[src/rtl/pxw_pkg.sv]
package pxw_pkg;

    localparam int unsigned PXW_DW = 8;
    localparam int unsigned PXW_SW = 3;

    // Configuration register layout: the field positions are part of the CPU view.
    typedef struct packed {
        logic [3:0]        fn;
        logic              flop;
        logic [PXW_SW-1:0] shamt;
    } pxw_cfg_t;

endpackage

[src/rtl/pxw_shifter.sv]
module pxw_shifter #(
    parameter int unsigned W  = 8,
    parameter int unsigned SW = 3
) (
    input  logic [W-1:0]  carry_in,
    input  logic [W-1:0]  din,
    input  logic [SW-1:0] shamt,
    input  logic          flop,
    output logic [W-1:0]  dout
);

    logic [2*W-1:0] wide;
    logic [W-1:0]   shifted;

    always_comb begin
        wide    = {carry_in, din} >> shamt;
        shifted = wide[W-1:0];
    end

    // Reversal is a fixed wiring choice per bit, picked by flop.
    for (genvar i = 0; i < int'(W); i++) begin : g_rev
        assign dout[i] = flop ? shifted[W-1-i] : shifted[i];
    end

endmodule

[src/rtl/pxw_logic.sv]
module pxw_logic #(
    parameter int unsigned W = 8
) (
    input  logic [W-1:0] a,
    input  logic [W-1:0] b,
    input  logic [3:0]   fn,
    output logic [W-1:0] y,
    output logic         overlap
);

    always_comb begin
        case (fn)
            4'd0:    y = a;
            4'd1:    y = a | b;
            4'd2:    y = a | ~b;
            4'd3:    y = '1;
            4'd4:    y = a & b;
            4'd5:    y = b;
            4'd6:    y = ~(a ^ b);
            4'd7:    y = ~a | b;
            4'd8:    y = a & ~b;
            4'd9:    y = a ^ b;
            4'd10:   y = ~b;
            4'd11:   y = ~(a & b);
            4'd12:   y = '0;
            4'd13:   y = ~a & b;
            4'd14:   y = ~(a | b);
            default: y = ~a;
        endcase
        overlap = |(a & b);
    end

endmodule

[src/rtl/pxw_rmw_unit.sv]
module pxw_rmw_unit #(
    parameter int unsigned ADDR_W     = 16,
    parameter int unsigned OFS_W      = 13,
    parameter logic [15:0] PLAIN_BASE = 16'h4000
) (
    input  logic                      clk,
    input  logic                      rst_n,
    input  logic                      cpu_we,
    input  logic [ADDR_W-1:0]         cpu_addr,
    input  logic [pxw_pkg::PXW_DW-1:0] cpu_wdata,
    input  logic                      cfg_we,
    input  logic                      stat_re,
    output logic [pxw_pkg::PXW_DW-1:0] stat_rdata,
    output logic [OFS_W-1:0]          ram_addr,
    output logic                      ram_we,
    output logic [pxw_pkg::PXW_DW-1:0] ram_wdata,
    input  logic [pxw_pkg::PXW_DW-1:0] ram_rdata
);
    import pxw_pkg::*;

    localparam int unsigned   SEL_W     = ADDR_W - OFS_W;
    localparam logic [SEL_W-1:0] PLAIN_SEL = PLAIN_BASE[ADDR_W-1:OFS_W];
    localparam logic [SEL_W-1:0] XFORM_SEL = PLAIN_SEL + SEL_W'(1);

    typedef struct packed {
        pxw_cfg_t           cfg;
        logic [PXW_DW-1:0]  prev;
        logic               pend;
        logic [OFS_W-1:0]   addr;
        logic [PXW_DW-1:0]  wdata;
        logic               hit;
    } st_t;

    st_t st_d, st_q;

    logic              sel_plain, sel_xform, xform_go;
    logic [PXW_DW-1:0] shaped, fn_out;
    logic              overlap;

    pxw_shifter #(.W(PXW_DW), .SW(PXW_SW)) u_shift (
        .carry_in (st_q.prev),
        .din      (cpu_wdata),
        .shamt    (st_q.cfg.shamt),
        .flop     (st_q.cfg.flop),
        .dout     (shaped)
    );

    pxw_logic #(.W(PXW_DW)) u_fn (
        .a       (shaped),
        .b       (ram_rdata),
        .fn      (st_q.cfg.fn),
        .y       (fn_out),
        .overlap (overlap)
    );

    always_comb begin
        sel_plain = cpu_we && (cpu_addr[ADDR_W-1:OFS_W] == PLAIN_SEL);
        sel_xform = cpu_we && (cpu_addr[ADDR_W-1:OFS_W] == XFORM_SEL);
        xform_go  = sel_xform && !st_q.pend;

        st_d      = st_q;
        st_d.pend = xform_go;
        if (cfg_we) begin
            st_d.cfg = pxw_cfg_t'(cpu_wdata);
        end
        if (xform_go) begin
            st_d.prev  = cpu_wdata;
            st_d.addr  = cpu_addr[OFS_W-1:0];
            st_d.wdata = fn_out;
        end
        if (stat_re) begin
            st_d.hit = 1'b0;
        end
        if (xform_go && overlap) begin
            st_d.hit = 1'b1;
        end

        // RAM port: a pending write-back owns the port for its cycle.
        if (st_q.pend) begin
            ram_addr  = st_q.addr;
            ram_we    = 1'b1;
            ram_wdata = st_q.wdata;
        end else begin
            ram_addr  = cpu_addr[OFS_W-1:0];
            ram_we    = sel_plain;
            ram_wdata = cpu_wdata;
        end

        stat_rdata = {st_q.hit, {(PXW_DW-1){1'b0}}};
    end

    always_ff @(posedge clk) begin
        if (!rst_n) begin
            st_q <= '0;
        end else begin
            st_q <= st_d;
        end
    end

    // read phase keeps the RAM write off, write-back follows at the same offset
    a_r5_read_phase: assert property (@(posedge clk) disable iff (!rst_n)
        xform_go |-> !ram_we);
    a_r5_write_back: assert property (@(posedge clk) disable iff (!rst_n)
        xform_go |=> (ram_we && ram_addr == $past(cpu_addr[OFS_W-1:0])));

    // plain window writes pass through untouched
    a_r6_plain_pass: assert property (@(posedge clk) disable iff (!rst_n)
        (sel_plain && !st_q.pend) |-> (ram_we && ram_wdata == cpu_wdata));

    // no RAM write without a window hit or pending write-back
    a_r7_quiet: assert property (@(posedge clk) disable iff (!rst_n)
        (!st_q.pend && !sel_plain) |-> !ram_we);

    // an overlapping transform write raises the flag
    a_r8_flag_set: assert property (@(posedge clk) disable iff (!rst_n)
        (xform_go && |(shaped & ram_rdata)) |=> stat_rdata[PXW_DW-1]);

    // a status read with no new overlap clears the flag
    a_r9_flag_clear: assert property (@(posedge clk) disable iff (!rst_n)
        (stat_re && !(xform_go && overlap)) |=> !stat_rdata[PXW_DW-1]);

endmodule

[config.mk]
export PLATFORM = sky130hd
export DESIGN_NAME = pxw_rmw_unit
export DESIGN_NICKNAME = d
export VERILOG_FILES = /design/src/rtl/pxw_pkg.sv /design/src/rtl/pxw_shifter.sv /design/src/rtl/pxw_logic.sv /design/src/rtl/pxw_rmw_unit.sv
export SDC_FILE = /design/constraint.sdc
export NUM_CORES = 1
export LEC_CHECK = 0
export BUFFER_PORTS_ARGS = -buffer_cell sky130_fd_sc_hd__buf_2
export CORE_MARGIN = 4
export CORE_UTILIZATION = 40
export CTS_CLUSTER_DIAMETER = 40
export DETAILED_ROUTE_END_ITERATION = 8
export PLACE_DENSITY = 0.7
export SYNTH_ARGS = -nofsm -noshare
export SYNTH_HDL_FRONTEND = slang
export SYNTH_HIERARCHICAL = 1
export SYNTH_SLANG_ARGS = --single-unit
export TNS_END_PERCENT = 30
[constraint.sdc]
create_clock -name clk -period 4 [get_ports clk]
set_clock_uncertainty 0.05 [all_clocks]
set_input_delay 0.2 -clock clk [delete_from_list [all_inputs] [get_ports clk]]
set_output_delay 0.2 -clock clk [all_outputs]
set_load 0.01 [all_outputs]
==> metrics <==
placed wire-length estimate 8055 µm; Place WS 556.9 ps; post-placement cell count 644; P_leak 1.825 nW; worst setup margin 436.5 ps; cell area after synthesis 4163 µm²; slew at the pin closest to its max-slew limit 1057 ps; Residual DRC 0; startpoint types register; Critical-path top delay cell dfxtp_1; DR iter-0 viols 339; reg-to-reg endpoint st_q[3]; CP Buf/Inv Count 1; sw frac 34.54%; P_int 0.0007776 W; Die X 110.0 µm; clock network latency to the later pin of the worst-skew pair 290 ps; routed vias 3753; I/O Pins 67; r2r setup slk 440 ps; final setup fails 0; die height 110.0 µm; outcome finished, final reports clean; count of final hold-check violations 0; hold wc startpoint cpu_addr[12]; critical path capture point type register; fin cells 651; DRT antenna net count 0; clock period minus worst slack 3563 ps; largest net degree at the start of global routing 68; clk sink count 38; grt total ovfl 0; ant diodes 0; CP peak stage delay 810 ps; commonest non-fill, non-tap cell in the layout nand2_1; share of layout cells above drive strength 1 26.83%; crit-path leading delay family compound AO/OA/AOI/OAI gates; Net Switching 0.0004103 W; clk root buf clkbuf_8; Cell Rows 36; Crit path arrival time 3730 ps; Max Buffers Root-to-Sink 2; postcts setup bufs 0; crit-path max FO 18; CTS tree built; worst setup path startpoint st_q[31]; Comb pwr share 36.8%; pwr dens 267.4 nW/µm²; MaxCap Viol Count 0; mean area per synthesized cell 8.548 µm²; Sequential Power Share 34.9%; Clock power frac 28.3%; total track usage 18.45%; I/O Buffers 59; CTS Hold Bufs 0; TritonCTS buffer count 5; peak supply drop 0.1969 mV; Min Hold Slack 109.3 ps; Critical Path, Cell by Cell nor2b_1, a22oi_1, a32oi_1, inv_1, ha_1, a2111oi_1, a221o_1, nor3_2, a22oi_2, nand2_1, mux2i_1; vias in the first global route 3682; initial core utilization 41.82%; GPL Wtd Cong 0.8873; CP Capture Point st_q[3]; Final Cycle Share 89.09%; Pre-antenna DRT Iters 5; Post-Syn Instances 487; Max Fclk 280.6 MHz; WP depth 11; CTS H-tree depth 2; Core Area 9955 µm²; first-pass GRT wire length 18120 µm; crit path kind reg2reg; DIE AREA 12100 µm²; Worst R2R Path Depth 11; initial antenna violation count 0; area delta synth->final 6.733%; Worst-path clk slew 80 ps; Hold/Removal Path Class in2reg; most frequent cells in the layout nand2_1 (72), buf_2 (59), mux2i_1 (49); Yosys Warn Count 6; Rel. slew slack 29.45%; Total Routed Length 10890 µm; vias per inst 5.765; RR Startpoint st_q[31]; Routed wire per std cell 16.72 µm; final net count 587; post_cts resized 0; unrepaired setup endpoints after global routing no; max-slew violation count 0; final setup TNS 0 ps; Worst Path Required 4160 ps
## metrics by stage
stage | power, W | area [µm²] | utilization (%)
after floorplan | 0.0007581 | 4185 | -
after global placement | 0.0008384 | 4330 | 43.50
after detailed placement | 0.0008513 | 4330 | 43.50
after CTS | 0.001188 | 4443 | 44.63
after global routing | 0.001265 | 4443 | 44.63
final | 0.001188 | 4443 | 44.63
## tightest hold or removal path: stages
cell,delay (ps)
buf_2,100
nand2_1,50
mux2i_1,50
## cell type report
cell class / count / area, µm²
inverters: 26 / 102.6
clock inverters: 1 / 30.03
clock buffers: 6 / 82.58
well taps: 133 / 166.4
fillers: 974 / 5512
flip-flops and latches: 38 / 760.7
repair buffers: 65 / 340.3
multi-input cells: 382 / 2960
## routing by layer
metal	share of wire [%]	vias to the layer above	track usage, %
met5	0	-	0
li1	-	1812	-
met2	45	166	29.98
met1	46	1764	25.64
met3	7.5	11	2.737
met4	1.1	0	4.452
## worst min-delay path by stage
| stage | endpoint | slack (ps) | depth (start not counted) |
|---|---|---|---|
| after detailed placement | st_q[15] | 400 | 2 |
| after global routing | st_q[13] | 110 | 3 |
| after floorplan | st_q[10] | 290 | 2 |
| after global placement | st_q[12] | 390 | 2 |
| after CTS | st_q[21] | 100 | 3 |
| final | st_q[21] | 110 | 3 |
## flip-flops by register name, indices dropped and copies added, names as in the netlist
register / count
stat_rdata: 1
st_q: 37
## power groups by stage
stage / clock network [W] / logic [W] / registers (W)
floorplan: 0 / 0.000354 / 0.000405
global placement: 0 / 0.000416 / 0.000422
detailed placement: 0 / 0.000429 / 0.000423
CTS: 0.000344 / 0.000430 / 0.000414
global route: 0.000364 / 0.000484 / 0.000417
finish: 0.000336 / 0.000437 / 0.000415
(Power assumes the default switching activity.)
